--- src/rtl/st_pkg.sv ---
package st_pkg;
    localparam int RD_W = 8;

    typedef enum logic {
        ADDR_STATUS = 1'b0,
        ADDR_GATES  = 1'b1
    } rd_sel_e;
endpackage

--- src/rtl/st_divider.sv ---
module st_divider #(
    parameter int DIV = 8
) (
    input  logic clk,
    input  logic rst,
    input  logic tick,
    output logic byte_en
);
    localparam int CW = (DIV > 1) ? $clog2(DIV) : 1;
    localparam logic [CW-1:0] LAST = CW'(DIV - 1);

    typedef struct packed {
        logic [CW-1:0] cnt;
        logic          en;
    } div_t;

    div_t s_d, s_q;

    always_comb begin
        s_d = s_q;
        if (tick) begin
            s_d.en  = (s_q.cnt == LAST);
            s_d.cnt = (s_q.cnt == LAST) ? '0 : s_q.cnt + 1'b1;
        end
    end

    always_ff @(posedge clk) begin
        if (rst) s_q <= '0;
        else     s_q <= s_d;
    end

    assign byte_en = s_q.en;
endmodule

--- src/rtl/st_mark_sync.sv ---
module st_mark_sync (
    input  logic clk,
    input  logic rst,
    input  logic tick,
    input  logic index_mark,
    input  logic sector_mark,
    output logic idx_dly,
    output logic sm_dly,
    output logic sm_pls
);
    typedef struct packed {
        logic idx;
        logic sm;
        logic pls;
    } sync_t;

    sync_t s_d, s_q;

    always_comb begin
        s_d     = s_q;
        s_d.pls = tick & sector_mark & ~s_q.sm;
        if (tick) begin
            s_d.idx = index_mark;
            s_d.sm  = sector_mark;
        end
    end

    always_ff @(posedge clk) begin
        if (rst) s_q <= '0;
        else     s_q <= s_d;
    end

    assign idx_dly = s_q.idx;
    assign sm_dly  = s_q.sm;
    assign sm_pls  = s_q.pls;
endmodule

--- src/rtl/st_select.sv ---
module st_select #(
    parameter int SEL_WAIT = 16
) (
    input  logic clk,
    input  logic rst,
    input  logic ready,
    input  logic sm_pls,
    input  logic sel_clear,
    output logic sel_ok
);
    localparam int SW = (SEL_WAIT > 1) ? $clog2(SEL_WAIT) : 1;
    localparam logic [SW-1:0] LAST = SW'(SEL_WAIT - 1);

    typedef struct packed {
        logic          arm;
        logic [SW-1:0] cnt;
        logic          ok;
    } sel_t;

    sel_t s_d, s_q;

    always_comb begin
        s_d = s_q;
        if (sel_clear) begin
            s_d = '0;
        end else if (s_q.arm) begin
            if (s_q.cnt == LAST) begin
                s_d.ok  = 1'b1;
                s_d.arm = 1'b0;
            end else begin
                s_d.cnt = s_q.cnt + 1'b1;
            end
        end else if (ready && sm_pls && !s_q.ok) begin
            s_d.arm = 1'b1;
            s_d.cnt = '0;
        end
    end

    always_ff @(posedge clk) begin
        if (rst) s_q <= '0;
        else     s_q <= s_d;
    end

    assign sel_ok = s_q.ok;
endmodule

--- src/rtl/st_gates.sv ---
module st_gates #(
    parameter int WR_HOLD = 2
) (
    input  logic clk,
    input  logic rst,
    input  logic tick,
    input  logic byte_en,
    input  logic idx_dly,
    input  logic sm_dly,
    input  logic sm_pls,
    input  logic rd_req,
    input  logic wr_req,
    input  logic sel_ok,
    output logic sector_zero,
    output logic read_gate,
    output logic write_gate,
    output logic abort_flag
);
    localparam int HW = $clog2(WR_HOLD + 1);
    localparam logic [HW-1:0] HOLD_TOP = HW'(WR_HOLD - 1);

    typedef struct packed {
        logic          sz;
        logic          rg;
        logic [HW-1:0] wcnt;
        logic          wg_int;
        logic          wg;
        logic          abort;
    } gate_t;

    gate_t s_d, s_q;

    always_comb begin
        s_d       = s_q;
        s_d.abort = s_q.abort | (s_q.rg & sm_pls);
        if (tick) begin
            if (sm_dly)       s_d.sz = 1'b0;
            else if (idx_dly) s_d.sz = 1'b1;

            if (s_q.rg) begin
                if (!rd_req && !sm_dly) s_d.rg = 1'b0;
            end else if (rd_req && sm_dly && byte_en) begin
                s_d.rg = 1'b1;
            end

            if (sm_dly || !wr_req) begin
                s_d.wcnt   = '0;
                s_d.wg_int = 1'b0;
            end else begin
                s_d.wg_int = (s_q.wcnt >= HOLD_TOP);
                if (s_q.wcnt < HOLD_TOP) s_d.wcnt = s_q.wcnt + 1'b1;
            end
        end
        s_d.wg = s_d.wg_int & sel_ok;
    end

    always_ff @(posedge clk) begin
        if (rst) s_q <= '0;
        else     s_q <= s_d;
    end

    assign sector_zero = s_q.sz;
    assign read_gate   = s_q.rg;
    assign write_gate  = s_q.wg;
    assign abort_flag  = s_q.abort;
endmodule

--- src/rtl/sector_timer.sv ---
module sector_timer #(
    parameter int DIV      = 8,
    parameter int SEL_WAIT = 16,
    parameter int WR_HOLD  = 2
) (
    input  logic                 clk,
    input  logic                 rst,
    input  logic                 dev_tick,
    input  logic                 index_mark,
    input  logic                 sector_mark,
    input  logic                 ready,
    input  logic                 rd_req,
    input  logic                 wr_req,
    input  logic                 sel_clear,
    input  logic                 rd_addr,
    output logic [st_pkg::RD_W-1:0] rd_data,
    output logic                 byte_en,
    output logic                 sector_zero,
    output logic                 read_gate,
    output logic                 write_gate,
    output logic                 abort_flag,
    output logic                 sel_ok
);
    import st_pkg::*;

    logic idx_dly, sm_dly, sm_pls;
    logic [RD_W-1:0] rd_d, rd_q;

    st_divider #(.DIV(DIV)) u_div (
        .clk(clk), .rst(rst), .tick(dev_tick), .byte_en(byte_en)
    );

    st_mark_sync u_sync (
        .clk(clk), .rst(rst), .tick(dev_tick),
        .index_mark(index_mark), .sector_mark(sector_mark),
        .idx_dly(idx_dly), .sm_dly(sm_dly), .sm_pls(sm_pls)
    );

    st_select #(.SEL_WAIT(SEL_WAIT)) u_sel (
        .clk(clk), .rst(rst), .ready(ready), .sm_pls(sm_pls),
        .sel_clear(sel_clear), .sel_ok(sel_ok)
    );

    st_gates #(.WR_HOLD(WR_HOLD)) u_gates (
        .clk(clk), .rst(rst), .tick(dev_tick), .byte_en(byte_en),
        .idx_dly(idx_dly), .sm_dly(sm_dly), .sm_pls(sm_pls),
        .rd_req(rd_req), .wr_req(wr_req), .sel_ok(sel_ok),
        .sector_zero(sector_zero), .read_gate(read_gate),
        .write_gate(write_gate), .abort_flag(abort_flag)
    );

    always_comb begin
        rd_d = '0;
        if (rd_sel_e'(rd_addr) == ADDR_STATUS)
            rd_d[3:0] = {byte_en, sel_ok, abort_flag, sector_zero};
        else
            rd_d[3:0] = {sm_dly, idx_dly, write_gate, read_gate};
    end

    always_ff @(posedge clk) begin
        if (rst) rd_q <= '0;
        else     rd_q <= rd_d;
    end

    assign rd_data = rd_q;
endmodule

--- config.mk ---
export PLATFORM = sky130hd
export DESIGN_NAME = sector_timer
export DESIGN_NICKNAME = d
export VERILOG_FILES = /design/src/rtl/st_pkg.sv /design/src/rtl/st_divider.sv /design/src/rtl/st_mark_sync.sv /design/src/rtl/st_select.sv /design/src/rtl/st_gates.sv /design/src/rtl/sector_timer.sv
export SDC_FILE = /design/constraint.sdc
export NUM_CORES = 1
export LEC_CHECK = 0
export BUFFER_PORTS_ARGS = -buffer_cell sky130_fd_sc_hd__clkbuf_2
export CAP_MARGIN = 40
export CORE_MARGIN = 2
export CORE_UTILIZATION = 55
export DETAILED_ROUTE_END_ITERATION = 10
export PLACE_DENSITY_LB_ADDON = 0.3
export SYNTH_ARGS = -nofsm -noshare
export SYNTH_HDL_FRONTEND = slang
export SYNTH_SLANG_ARGS = --single-unit
--- constraint.sdc ---
create_clock -name clk -period 3.07 [get_ports clk]
set_clock_uncertainty 0.05 [all_clocks]
set_input_delay 0.1535 -clock clk [delete_from_list [all_inputs] [get_ports clk]]
set_output_delay 0.1535 -clock clk [all_outputs]
set_load 0.005 [all_outputs]
# Word level (Yosys, flattened, before mapping)
# Cells that the tools add are included.
# totals
inputBits	10
elab_cells	62
out_inout_bits	14
ff_bits	28
# classes
magnitude_cmp	2
add_sub_neg	3
n_eq_ne	3
n_reduce_logical	18
bitwise	6
mux	14
# op_table
operator	n
$mux 5	2
$mux 4	2
$reduce_and 2->1	4
$mux 1	7
$mux 3	2
$reduce_bool 2->1	3
$logic_and 1x1->1	5
$add 4x1->4 const B	1
$and 1x1->1	4
$eq 4x4->1 const B	1
$logic_not 1->1	4
$add 3x1->3 const B	1
$eq 3x3->1 const B	1
$add 2x1->2 const B	1
$ge 2x1->1 const B	1
$lt 2x1->1 const B	1
$mux 2	1
$ne 2x2->1 const B	1
$reduce_or 2->1	1
$logic_or 1x1->1	1
$not 1->1	1
$or 1x1->1	1

# Logic depth before layout (Yosys ltp)
# depth
ltp_word	5
mapped_depth	5

# By module
# A second synthesis with hierarchy kept.
# hier_totals
hier_cells	102
hier_area_um2	1027.2
# modules_own_cells
module	cells_each	seq_area_each_um2	area_per_inst_um2	n_inst
st_select	32	120.1	302.8	1
st_gates	29	140.1	280.3	1
sector_timer	18	80.1	173.9	1
st_divider	15	80.1	170.2	1
st_mark_sync	8	60.1	100.1	1

# Worst setup path after synthesis
# No wires, ideal clock.
# synth_timing
path_kind	reg-to-reg
start	register u_sel.s_q[1] in the netlist's numbering
end	register u_sel.s_q[1] in the netlist's numbering
path_stages_with_launch	5
synth_period_minus_slack_ps	1287
path_buffers	0
path_slack_ps	1783
t_arrival_ps	1167
t_required_ps	2950
cell_sequence	dfxtp_1 ha_1 and3_1 or3_1 a21oi_1
# synth_between
elab_chain_len	3
# synth_lines
item	line_no	source
from (decl)	st_select.sv:20	sel_t s_d, s_q;
from (signal assigned)	st_select.sv:40	if (rst) s_q <= '0;
from (signal assigned)	st_select.sv:41	else s_q <= s_d;
$add 4x1->4 / $eq 4x4->1 (equally long branches)	st_select.sv:31, st_select.sv:27	
$mux 4 / $ne 2x2->1 (equally long branches)	-	
$mux 5 / $reduce_and 2->1 (equally long branches)	-	
# Parallel ways exist; a longest one is shown, timed or not. The select of a mux whose other input is x is not followed.
# A chain may end at the register's enable or synchronous reset.

# Worst setup path after layout
# Ends and elaborated chain as after synthesis.

==> flow_summary.rst <==
.. list-table::
   :header-rows: 1

   * - Metric
     - Value
   * - Main synth FF type
     - sky130_fd_sc_hd__dfxtp_1
   * - Die outline width
     - 46.8 um
   * - Number of instances in the synthesized netlist
     - 107
   * - Count of buffers from port buffering
     - 19
   * - Flop and latch count out of synthesis
     - 24
   * - Required arrival time at the worst endpoint
     - 3.27 ns
   * - Growth of design area from synthesis to finish
     - 13.8%
   * - Number of violations reported at the end of detailed-routing iteration 0
     - 7
   * - Timing-limited maximum frequency
     - 698 MHz
   * - Max H-tree Level
     - 1
   * - Number of standard-cell rows in the floorplan
     - 15
   * - Final GP Congestion
     - 0.817
   * - Area taken by multi-input logic gates
     - 472 um^2
   * - Number of filler instances in the final layout
     - 160
   * - Pre-CTS worst setup slack
     - 1.70 ns
   * - Antenna violations before repair
     - 0
   * - Largest area contributor in the synthesized netlist
     - sky130_fd_sc_hd__dfxtp_1
   * - Number of distinct standard cells referenced by the synthesized netlist
     - 29
   * - Depth of the worst hold-timing path
     - 3
   * - Net count of the finished layout
     - 139
   * - Pins over their slew limit
     - 0
   * - Yosys top cell area share
     - 0.477
   * - CP Launch Type
     - flop
   * - Die area
     - 2190 um^2
   * - HPWL after detailed placement
     - 1250 um
   * - Number of max-capacitance violations reported
     - 0
   * - Largest net degree at the start of global routing
     - 19
   * - Root buffer selected by CTS
     - sky130_fd_sc_hd__clkbuf_4
   * - Antenna-violating nets left
     - 0
   * - Number of failing setup endpoints in the final timing report
     - 0
   * - Least setup slack across all paths after layout
     - 1.64 ns
   * - Max Root-Sink Buffers
     - 2
   * - Worst min path class
     - in2reg
   * - Post-synthesis sequential area ratio
     - 0.477
   * - Number of placed instances with taps included
     - 145
   * - Slowest library cell on the worst path
     - sky130_fd_sc_hd__dfxtp_1
   * - Post-synthesis area per instance
     - 9.41 um^2
   * - Portion of the clock cycle consumed by the worst path in the final layout
     - 0.466
   * - Via count of the first global-routing pass
     - 659
   * - Clock latency on the worst-skew pair
     - 0.31 ns
   * - Post-route DRC
     - 0
   * - Initial standard-cell utilization of the core
     - 0.583
   * - Global-route wire length before repair
     - 2730 um
   * - Flop pwr share
     - 0.551
   * - Share of total power consumed by net switching
     - 0.205
   * - Power per unit of standard cell area
     - 513 nW/um^2
   * - CTS tree
     - done
   * - CORE AREA
     - 1730 um^2
   * - Leakage power
     - 0.498 nW
   * - Num CTS Buffers
     - 3
   * - Type of the worst setup path
     - reg2reg
   * - Diode count
     - 0
   * - Layout Utilization
     - 0.664
   * - Final hold violation count
     - 0
   * - Final min period
     - 1.43 ns
   * - Total global-route track usage
     - 0.181
   * - Share of layout cells above drive strength 1
     - 0.210
   * - Wire length after detailed routing
     - 1750 um
   * - Slowest Stage Delay on Critical Path
     - 0.36 ns
   * - Arrival time reported for the critical path endpoint
     - 1.63 ns
   * - Number of detailed-routing iterations run before antenna repair
     - 4
   * - Average wire per standard cell
     - 11.7 um
   * - Clock slew at the register clock pins of the worst setup and hold paths
     - 0.14 ns
   * - Register Area
     - 480 um^2
   * - Setup repair after global routing missed its margin
     - false
   * - Synthesis warning total
     - 0
   * - Sum of negative setup slack
     - 0 ns
   * - Ports placed on the boundary
     - 24
   * - Chip Height
     - 46.8 um
   * - Post-synthesis async set-or-reset flop share
     - 0
   * - Leading cell types by count after synthesis
     - sky130_fd_sc_hd__dfxtp_1 (24), sky130_fd_sc_hd__nor2_1 (13), sky130_fd_sc_hd__a21oi_1 (11)
   * - Count of cells resized by post-cts repair
     - 0
   * - Type of destination of the critical path
     - flop
   * - EDFF count, synth
     - 0
   * - Net switching component of the power
     - 0.000120 W
   * - Run status
     - finished, final reports clean
   * - Cell with the most instances after synthesis
     - sky130_fd_sc_hd__dfxtp_1
   * - Total standard cell area after synthesis
     - 1010 um^2
   * - Routed via count divided by cell count
     - 5.32
   * - CTS sink count
     - 24
   * - Combinational group share of total power
     - 0.063
   * - Clock network fraction of design power
     - 0.385
   * - Number of post-CTS setup repair buffers
     - 0
   * - Worst ir drop on vdd
     - 0.357 mV
   * - Top post-synthesis cells by area
     - sky130_fd_sc_hd__dfxtp_1 (48%), sky130_fd_sc_hd__mux2i_1 (8.9%), sky130_fd_sc_hd__a21oi_1 (5.5%)
   * - Critical Path, Cell by Cell
     - ha_1 > and3_1 > or3_1 > a21oi_1
   * - Non-Filler Instances
     - 149
   * - Total internal power
     - 0.000467 W
   * - Vias after detailed routing
     - 793
   * - Number of cell instances on the worst register-to-register path
     - 4
   * - Largest fanout of any net on the critical path
     - 5
   * - Post-CTS Hold Buffers
     - 0
   * - Grt total ovfl
     - 0
[area by class of cell]
class / count / area share
well taps: 25 / 0.0273
clock buffers: 3 / 0.0197
flip-flops and latches: 24 / 0.419
repair buffers: 19 / 0.0830
multi-input cells: 73 / 0.412
clock inverters: 1 / 0.0262
inverters: 4 / 0.0131
[logic make-up (layout without fill, tap and decap cells)]
kind of cell               Yosys count  count (layout)  synth area share
other                                1               4           0.00372
adders and majority gates            4               4            0.0497
and+or+nand+nor                     34              34             0.186
xor gates and xnor gates             1               1           0.00870
DFF                                 24              24             0.477
AOI/OAI and AO/OA                   21              21             0.119
muxes                                9               9            0.0894
buffers and inverters               13              27            0.0658
[stage by stage]
step / area, um^2 / hold slack (ns) / power [W]
2_1_floorplan: 1020 / 0.251 / 0.000360
3_3_place_gp: 1090 / 0.338 / 0.000367
3_5_place_dp: 1090 / 0.349 / 0.000368
4_1_cts: 1150 / 0.00126 / 0.000598
5_1_grt: 1150 / 0.0144 / 0.000610
6_report: 1150 / 0.0117 / 0.000588
[flip-flops by register name (all words and copies together) (netlist names)]
signal / cells
u_gates.abort_flag: 1
u_sync.sm_dly: 1
u_gates.write_gate: 1
u_gates.sector_zero: 1
u_gates.s_q: 3
rd_data: 4
u_sync.sm_pls: 1
u_div.byte_en: 1
u_sel.s_q: 5
u_div.s_q: 3
u_sync.idx_dly: 1
u_sel.sel_ok: 1
u_gates.read_gate: 1
[power by group through the flow]
stage	clock network [W]	logic, W	registers [W]
floorplan	0	0.0000308	0.000330
global placement	0	0.0000364	0.000331
detailed placement	0	0.0000376	0.000331
CTS	0.000236	0.0000376	0.000324
global route	0.000242	0.0000427	0.000325
finish	0.000226	0.0000372	0.000324
[worst max-delay path: cells and delay by family (launching register included)]
family	cells	cell delay (ns)
AND/OR/NAND/NOR	2	0.56
flip-flops	1	0.36
adder cells (fa/ha/maj)	1	0.24
AO/OA/AOI/OAI	1	0.16
[final timing paths]
path / slack (ns) / start / endpoint
hold reg to reg: 0.45 / u_gates.s_q[4] / u_gates.s_q[4]
setup reg to reg: 1.64 / u_sel.s_q[1] / u_sel.s_q[1]
setup / recovery: 1.64 / u_sel.s_q[1] / u_sel.s_q[1]
hold / removal: 0.01 / index_mark / u_sync.idx_dly
[cell usage in the layout (no fill, tap or decap)]
cell and instances:
sky130_fd_sc_hd__dfxtp_1 24, sky130_fd_sc_hd__clkbuf_2 19, sky130_fd_sc_hd__nor2_1 13, sky130_fd_sc_hd__a21oi_1 11
sky130_fd_sc_hd__mux2i_1 9, sky130_fd_sc_hd__o21ai_0 4, sky130_fd_sc_hd__nand3_1 4, sky130_fd_sc_hd__ha_1 4
sky130_fd_sc_hd__conb_1 4, sky130_fd_sc_hd__inv_1 3, sky130_fd_sc_hd__o211ai_1 3, sky130_fd_sc_hd__clkbuf_4 3
sky130_fd_sc_hd__nand4bb_1 2, sky130_fd_sc_hd__nand2b_1 2, sky130_fd_sc_hd__nor3b_1 2, sky130_fd_sc_hd__nand4_1 2
sky130_fd_sc_hd__and3_1 2, sky130_fd_sc_hd__or2_2 2, sky130_fd_sc_hd__nor2b_1 1, sky130_fd_sc_hd__a211oi_1 1
sky130_fd_sc_hd__inv_2 1, sky130_fd_sc_hd__a31oi_1 1, sky130_fd_sc_hd__nand2_1 1, sky130_fd_sc_hd__xor2_1 1
sky130_fd_sc_hd__a32oi_1 1, sky130_fd_sc_hd__or3_1 1, sky130_fd_sc_hd__nor4b_1 1, sky130_fd_sc_hd__and2_1 1
sky130_fd_sc_hd__bufinv_16 1
[layer usage]
layer	up-vias	GRT usage	part of all wire
li1	404	-	-
met1	366	0.242	0.46
met2	21	0.260	0.48
met3	2	0.0462	0.045
met4	0	0.117	0.016
met5	-	0	0
Power figures use the tool's default switching activity.
